[config.mk]
export PLATFORM = sky130hd
export DESIGN_NAME = crm_switch_seq
export DESIGN_NICKNAME = d
export VERILOG_FILES = /design/src/rtl/crm_seq_pkg.sv /design/src/rtl/crm_on_term.sv /design/src/rtl/crm_off_arm.sv /design/src/rtl/crm_switch_seq.sv
export SDC_FILE = /design/constraint.sdc
export NUM_CORES = 1
export LEC_CHECK = 0
export BUFFER_PORTS_ARGS = -buffer_cell sky130_fd_sc_hd__buf_2
export CAP_MARGIN = 15
export CORE_UTILIZATION = 50
export CTS_BUF_LIST = sky130_fd_sc_hd__clkbuf_8 sky130_fd_sc_hd__clkbuf_16
export CTS_CLUSTER_DIAMETER = 200
export DETAILED_ROUTE_END_ITERATION = 8
export HOLD_SLACK_MARGIN = 0.08
export PLACE_DENSITY = 0.69
export SLEW_MARGIN = 25
export SYNTH_ARGS = -nofsm -noshare
export SYNTH_HDL_FRONTEND = slang
export SYNTH_SLANG_ARGS = --single-unit
[constraint.sdc]
create_clock -name clk -period 2.45 [get_ports clk]
set_clock_uncertainty 0.1 [all_clocks]
set_input_delay 0.1225 -clock clk [delete_from_list [all_inputs] [get_ports clk]]
set_output_delay 0.1225 -clock clk [all_outputs]
set_load 0.01 [all_outputs]
[src/rtl/crm_seq_pkg.sv]
package crm_seq_pkg;

  typedef enum logic [2:0] {
    ST_IDLE,
    ST_ON,
    ST_OFF,
    ST_DELAY,
    ST_SKIP
  } seq_state_e;

  function automatic int seq_max3(input int a, input int b, input int c);
    int m;
    m = (a > b) ? a : b;
    return (m > c) ? m : c;
  endfunction

endpackage

[src/rtl/crm_on_term.sv]
module crm_on_term #(
  parameter int ON_W     = 12,
  parameter int TMR_W    = 14,
  parameter int LEB_LIM  = 32,
  parameter int LEB_STOP = 12
) (
  input  logic [TMR_W-1:0] tmr,
  input  logic [ON_W-1:0]  len,
  input  logic             dim_active,
  input  logic             ilim_nom,
  input  logic             ilim_red,
  input  logic             ilim_stop,
  output logic             end_on,
  output logic             stop_hit
);

  logic lim_sel, lim_open, stop_open, count_done;

  always_comb begin
    lim_sel    = dim_active ? ilim_red : ilim_nom;
    lim_open   = tmr >= TMR_W'(LEB_LIM);
    stop_open  = tmr >= TMR_W'(LEB_STOP);
    count_done = (tmr + TMR_W'(1)) >= TMR_W'(len);
    stop_hit   = stop_open && ilim_stop;
    end_on     = count_done || stop_hit || (lim_open && lim_sel);
  end

endmodule

[src/rtl/crm_off_arm.sv]
module crm_off_arm #(
  parameter int TMR_W       = 14,
  parameter int ZCD_BLANK   = 30,
  parameter int ZCD_TIMEOUT = 3200
) (
  input  logic [TMR_W-1:0] tmr,
  input  logic             zcd_en,
  input  logic             zcd_flag,
  output logic             zcd_valid,
  output logic             tmo_hit
);

  always_comb begin
    zcd_valid = zcd_en && zcd_flag && (tmr >= TMR_W'(ZCD_BLANK));
    tmo_hit   = tmr == TMR_W'(ZCD_TIMEOUT - 1);
  end

endmodule

[src/rtl/crm_switch_seq.sv]
module crm_switch_seq
  import crm_seq_pkg::*;
#(
  parameter int ON_W        = 12,
  parameter int LEB_LIM     = 32,
  parameter int LEB_STOP    = 12,
  parameter int ZCD_BLANK   = 30,
  parameter int ZCD_DELAY   = 50,
  parameter int ZCD_TIMEOUT = 3200
) (
  input  logic            clk,
  input  logic            rst_n,
  input  logic            enable,
  input  logic            dim_active,
  input  logic            ilim_nom,
  input  logic            ilim_red,
  input  logic            ilim_stop,
  input  logic            zcd_flag,
  input  logic [ON_W-1:0] on_count,
  output logic            drive,
  output logic            stop_evt,
  output logic            zcd_tmo_evt
);

  localparam int SPAN  = seq_max3(ZCD_TIMEOUT, 1 << ON_W, ZCD_DELAY);
  localparam int TMR_W = $clog2(SPAN + 1) + 1;

  seq_state_e       st_q, st_d;
  logic [TMR_W-1:0] tmr_q, tmr_d;
  logic [ON_W-1:0]  len_q, len_d;
  logic             stop_q, stop_d, tmo_q, tmo_d;
  logic             end_on, stop_hit, zcd_valid, tmo_hit, delay_done, launch;

  crm_on_term #(
    .ON_W(ON_W), .TMR_W(TMR_W), .LEB_LIM(LEB_LIM), .LEB_STOP(LEB_STOP)
  ) u_term (
    .tmr(tmr_q), .len(len_q), .dim_active(dim_active),
    .ilim_nom(ilim_nom), .ilim_red(ilim_red), .ilim_stop(ilim_stop),
    .end_on(end_on), .stop_hit(stop_hit)
  );

  crm_off_arm #(
    .TMR_W(TMR_W), .ZCD_BLANK(ZCD_BLANK), .ZCD_TIMEOUT(ZCD_TIMEOUT)
  ) u_arm (
    .tmr(tmr_q), .zcd_en(st_q == ST_OFF), .zcd_flag(zcd_flag),
    .zcd_valid(zcd_valid), .tmo_hit(tmo_hit)
  );

  assign delay_done = tmr_q == TMR_W'(ZCD_DELAY - 1);

  always_comb begin
    st_d   = st_q;
    tmr_d  = tmr_q + TMR_W'(1);
    len_d  = len_q;
    stop_d = 1'b0;
    tmo_d  = 1'b0;
    launch = 1'b0;
    if (!enable) begin
      st_d  = ST_IDLE;
      tmr_d = '0;
    end else begin
      case (st_q)
        ST_IDLE: launch = 1'b1;
        ST_ON: if (end_on) begin
          st_d   = ST_OFF;
          tmr_d  = '0;
          stop_d = stop_hit;
        end
        ST_OFF: if (zcd_valid) begin
          st_d  = ST_DELAY;
          tmr_d = '0;
        end else if (tmo_hit) begin
          launch = 1'b1;
          tmo_d  = 1'b1;
        end
        ST_DELAY: if (delay_done) launch = 1'b1;
        ST_SKIP: if (tmo_hit) begin
          launch = 1'b1;
          tmo_d  = 1'b1;
        end
        default: begin
          st_d  = ST_IDLE;
          tmr_d = '0;
        end
      endcase
      if (launch) begin
        tmr_d = '0;
        if (on_count == '0) begin
          st_d = ST_SKIP;
        end else begin
          st_d  = ST_ON;
          len_d = on_count;
        end
      end
    end
  end

  always_ff @(posedge clk or negedge rst_n) begin
    if (!rst_n) begin
      st_q   <= ST_IDLE;
      tmr_q  <= '0;
      len_q  <= '0;
      stop_q <= 1'b0;
      tmo_q  <= 1'b0;
    end else begin
      st_q   <= st_d;
      tmr_q  <= tmr_d;
      len_q  <= len_d;
      stop_q <= stop_d;
      tmo_q  <= tmo_d;
    end
  end

  assign drive       = st_q == ST_ON;
  assign stop_evt    = stop_q;
  assign zcd_tmo_evt = tmo_q;

  // idle within one edge of enable dropping
  p_enable_low_r8: assert property (@(posedge clk) disable iff (!rst_n)
    !enable |=> !drive);

  // hard-stop strobe coincides with the falling drive edge
  p_stop_on_fall_r4: assert property (@(posedge clk) disable iff (!rst_n)
    stop_evt |-> (!drive && $past(drive)));

  // no termination inside the hard-stop blank unless the count ends
  p_min_on_r4: assert property (@(posedge clk) disable iff (!rst_n)
    (drive && enable && tmr_q < TMR_W'(LEB_STOP) &&
     (tmr_q + TMR_W'(1)) < TMR_W'(len_q)) |=> drive);

  // timeout strobe follows a low phase and lasts one cycle
  p_tmo_after_low_r7: assert property (@(posedge clk) disable iff (!rst_n)
    zcd_tmo_evt |-> !$past(drive));
  p_tmo_single_r7: assert property (@(posedge clk) disable iff (!rst_n)
    zcd_tmo_evt |=> !zcd_tmo_evt);

  // no detection accepted inside the zero-current blank
  p_zcd_blank_r5: assert property (@(posedge clk) disable iff (!rst_n)
    (st_q == ST_OFF && tmr_q < TMR_W'(ZCD_BLANK) && enable) |=> st_q != ST_DELAY);

  // a zero count never yields a pulse
  p_zero_len_r9: assert property (@(posedge clk) disable iff (!rst_n)
    (enable && launch && on_count == '0) |=> !drive);

endmodule

==> impl_metrics.sql <==
INSERT INTO impl_metrics (metric_group, metric, value, unit) VALUES
('placement', 'dp_hpwl', '3550', 'um'),
('global_route', 'grt_first_pass_wirelength', '8107', 'um'),
('sta', 'final.setup.tns', '-3.781', 'ns'),
('placement', 'place_congestion', '0.8420', ''),
('global_route', 'antenna_found_initial', '0', ''),
('die', 'floorplan.io_pins', '23', ''),
('detailed_routing', 'drc_errors', '0', ''),
('layout', 'layout_commonest_cell', 'buf_4', ''),
('worst_hold_path', 'min_to', 'stop_evt', ''),
('worst_hold_path', 'worst_hold_path_type', 'primary input to flop', ''),
('power_and_ir_drop', 'seq_power_share', '36.3', '%'),
('die', 'placeableCoreArea', '4029', 'sq um'),
('sta', 'min_period_over_period', '111.0', '%'),
('clocking', 'clk-insertion-delay-late', '0.28', 'ns'),
('yosys', 'synth_enable_flop_cells', '0', ''),
('sta', 'total_of_endpoints_with_negative_setup_slack_in_the_final_report', '15', ''),
('power_and_ir_drop', 'p_leak', '1.518', 'nW'),
('detailed_routing', 'avg_vias_per_cell', '5.507', ''),
('power_and_ir_drop', 'pwr-share-comb', '40.2', '%'),
('setup_path', 'crit_fanout', '7', ''),
('yosys', 'synthesis.yosys.warnings', '0', ''),
('sta', 'finalMaxSlewViolations', '0', ''),
('setup_path', 'timing.rr.start', 'tmr_q[1]', ''),
('sta', 'setup_slack', '-0.2703', 'ns'),
('sta', 'worstMarginPinSlew', '0.6836', 'ns'),
('detailed_routing', 'routed_wire_length_per_instance', '16.53', 'um'),
('power_and_ir_drop', 'sw_frac_of_total', '32.55', '%'),
('global_route', 'global_route.overflow_total', '0', ''),
('power_and_ir_drop', 'cellPowerDensity', '602.9', 'nW/um^2'),
('layout', 'highest_count_cells_in_the_layout_ignoring_fill_and_taps', '33 x buf_4, 28 x dfrtp_1, 22 x buf_2', ''),
('status', 'failed_checks', 'setup timing', ''),
('setup_path', 'worst_path_arrival_time', '2.80', 'ns'),
('clocking', 'h-tree-depth', '2', ''),
('clocking', 'clk_transition_reported_paths', '0.07', 'ns'),
('worst_hold_path', 'min-delay-start', 'ilim_stop', ''),
('sta', 'timing.final.crit_period', '2.720', 'ns'),
('power_and_ir_drop', 'power', '1.874', 'mW'),
('die', 'floorplan_die_height', '67.13', 'um'),
('power_and_ir_drop', 'power_report.internal_total', '1.264', 'mW'),
('layout', 'diodes', '0', ''),
('die', 'floorplan.rows', '23', ''),
('clocking', 'ctsRootBufferMaster', 'clkbuf_8', ''),
('yosys', 'ys_async_sr_fraction', '100.0', '%'),
('setup_path', 'worst_ep_required', '2.53', 'ns'),
('clocking', 'tritoncts_clock_tree', 'built', ''),
('global_route', 'grt_pass1_vias', '1741', ''),
('detailed_routing', 'route.antenna.remaining_nets', '0', ''),
('setup_path', 'endpoint_kind', 'flop', ''),
('placement', 'port_buffers', '22', ''),
('worst_hold_path', 'worst_hold_path.num_cells', '4', ''),
('layout', 'filler_cell_count', '254', ''),
('sta', 'fmax', '367.6', 'MHz'),
('yosys', 'synthesis.nets', '247', ''),
('yosys', 'syn-mean-instance-area', '10.05', 'sq um'),
('sta', 'max_slew_margin', '54.43', '%'),
('layout', 'ff_latch_area', '779.5', 'sq um'),
('sta', 'hold_viol_final', '0', ''),
('global_route', 'globalRouteTotalUtil', '25.58', '%'),
('setup_path', 'criticalPathCategory', 'flop to flop', ''),
('yosys', 'ys_ff_latch', '31', ''),
('status', 'status', 'finished, violations left', ''),
('setup_path', 'slowest_delay', '0.41', 'ns'),
('yosys', 'syn_inst_count', '211', ''),
('detailed_routing', 'detailedRoute.firstPassIterationCount', '4', ''),
('clocking', 'tritoncts_num_sinks', '31', ''),
('layout', 'post_route_cells_drive_above_1_share', '45.64', '%'),
('die', 'design.die.area', '4506', 'sq um'),
('layout', 'number_of_nets_in_the_layout', '322', ''),
('detailed_routing', 'route.vias.total', '1856', ''),
('placement', 'placement.cell_area', '2495', 'sq um'),
('yosys', 'synth_top_cells_by_area', 'dfrtp_1 37%, ha_1 9.4%, mux2_4 7.1%', '');
==> state kept, by name (all words and copies together), names as in the netlist <==
signal       flops
len_q           12
zcd_tmo_evt      1
st_q             3
stop_evt         1
tmr_q           14
==> cells by family (layout without fill, tap and decap cells) <==
logic type / count (synthesis) / in the layout / share of synthesized area [%]
and+or+nand+nor: 80 / 81 / 22.01
AOI/OAI and AO/OA: 31 / 31 / 12.21
DFF: 31 / 31 / 36.58
buffers and inverters: 27 / 102 / 5.722
adders and majority gates: 16 / 16 / 9.439
muxes: 14 / 14 / 9.085
xor gates and xnor gates: 12 / 12 / 4.956
==> layer usage <==
| metal | vias up | part of all wire [%] | track usage, % |
|---|---|---|---|
| li1 | 902 | - | - |
| met1 | 886 | 43 | 31.52 |
| met2 | 56 | 50 | 41.88 |
| met3 | 12 | 4.9 | 5.651 |
| met4 | 0 | 2.2 | 12.50 |
| met5 | - | 0 | 0 |
==> synthesized netlist by cell type, types with 2 or more instances <==
master / instances
and3_1: 3
nand3_1: 19
o21ai_0: 6
nand2_1: 11
a31oi_1: 2
dfrtp_1: 31
nand4_1: 3
a21oi_1: 3
mux2i_1: 2
clkbuf_1: 2
nor2b_1: 2
mux2_1: 2
buf_4: 2
and4_1: 2
a211oi_1: 2
xor2_1: 5
nor4_1: 4
ha_1: 16
mux2_4: 10
o21a_1: 3
inv_1: 20
nor2_1: 21
xnor2_1: 7
nor4_4: 2
nor3_1: 6
a2111oi_0: 2
==> layout make-up <==
| class | count | share of cell area (%) |
|---|---|---|
| clock buffer | 7 | 3.100 |
| clock inverter | 1 | 0.1208 |
| sequential | 31 | 25.08 |
| multi-input combinational | 154 | 48.83 |
| tap | 50 | 2.013 |
| inverter | 20 | 2.576 |
| timing repair buffer | 74 | 18.28 |
==> worst max-delay path: cells and delay by family, from the launching register on <==
family / cells / cell delay (ns)
and+or+nand+nor: 4 / 0.65
buffers and inverters: 2 / 0.32
xor gates and xnor gates: 1 / 0.08
DFF: 1 / 0.40
adders and majority gates: 1 / 0.32
AOI/OAI and AO/OA: 3 / 0.74
==> how the worst max path moves through the flow <==
stage,slack [ns],cells past startpoint,to,start
2_1_floorplan,-0.03,12,tmr_q[7],tmr_q[2]
3_3_place_gp,-0.35,12,tmr_q[6],tmr_q[2]
3_5_place_dp,-0.39,10,tmr_q[0],tmr_q[2]
4_1_cts,-0.19,11,tmr_q[0],tmr_q[2]
5_1_grt,-0.37,11,tmr_q[11],tmr_q[1]
6_report,-0.27,11,tmr_q[11],tmr_q[1]
==> timing repair <==
item / 4_1_cts / 5_1_grt
setup buffers: 2 / 10
gates resized for setup: 21 / 31
pin swaps: 9 / 16
hold endpoints to repair: 43 / 0
cloned: 1 / 0
hold buffers: 13 / 0
setup endpoints to repair: 27 / 28
==> per-stage QoR <==
step	cells	worst slack, ns
6_report	337	-0.2703
5_1_grt	337	-0.3672
4_1_cts	327	-0.1887
3_5_place_dp	303	-0.3878
3_3_place_gp	303	-0.3536
2_1_floorplan	211	-0.02848
==> power groups by stage <==
stage / clock network [mW] / registers [mW] / logic [mW]
after floorplan: 0 / 0.664 / 0.434
after global placement: 0 / 0.677 / 0.592
after detailed placement: 0 / 0.680 / 0.595
after CTS: 0.455 / 0.673 / 0.659
after global routing: 0.469 / 0.690 / 0.821
final: 0.440 / 0.681 / 0.753
(Power assumes the default switching activity.)
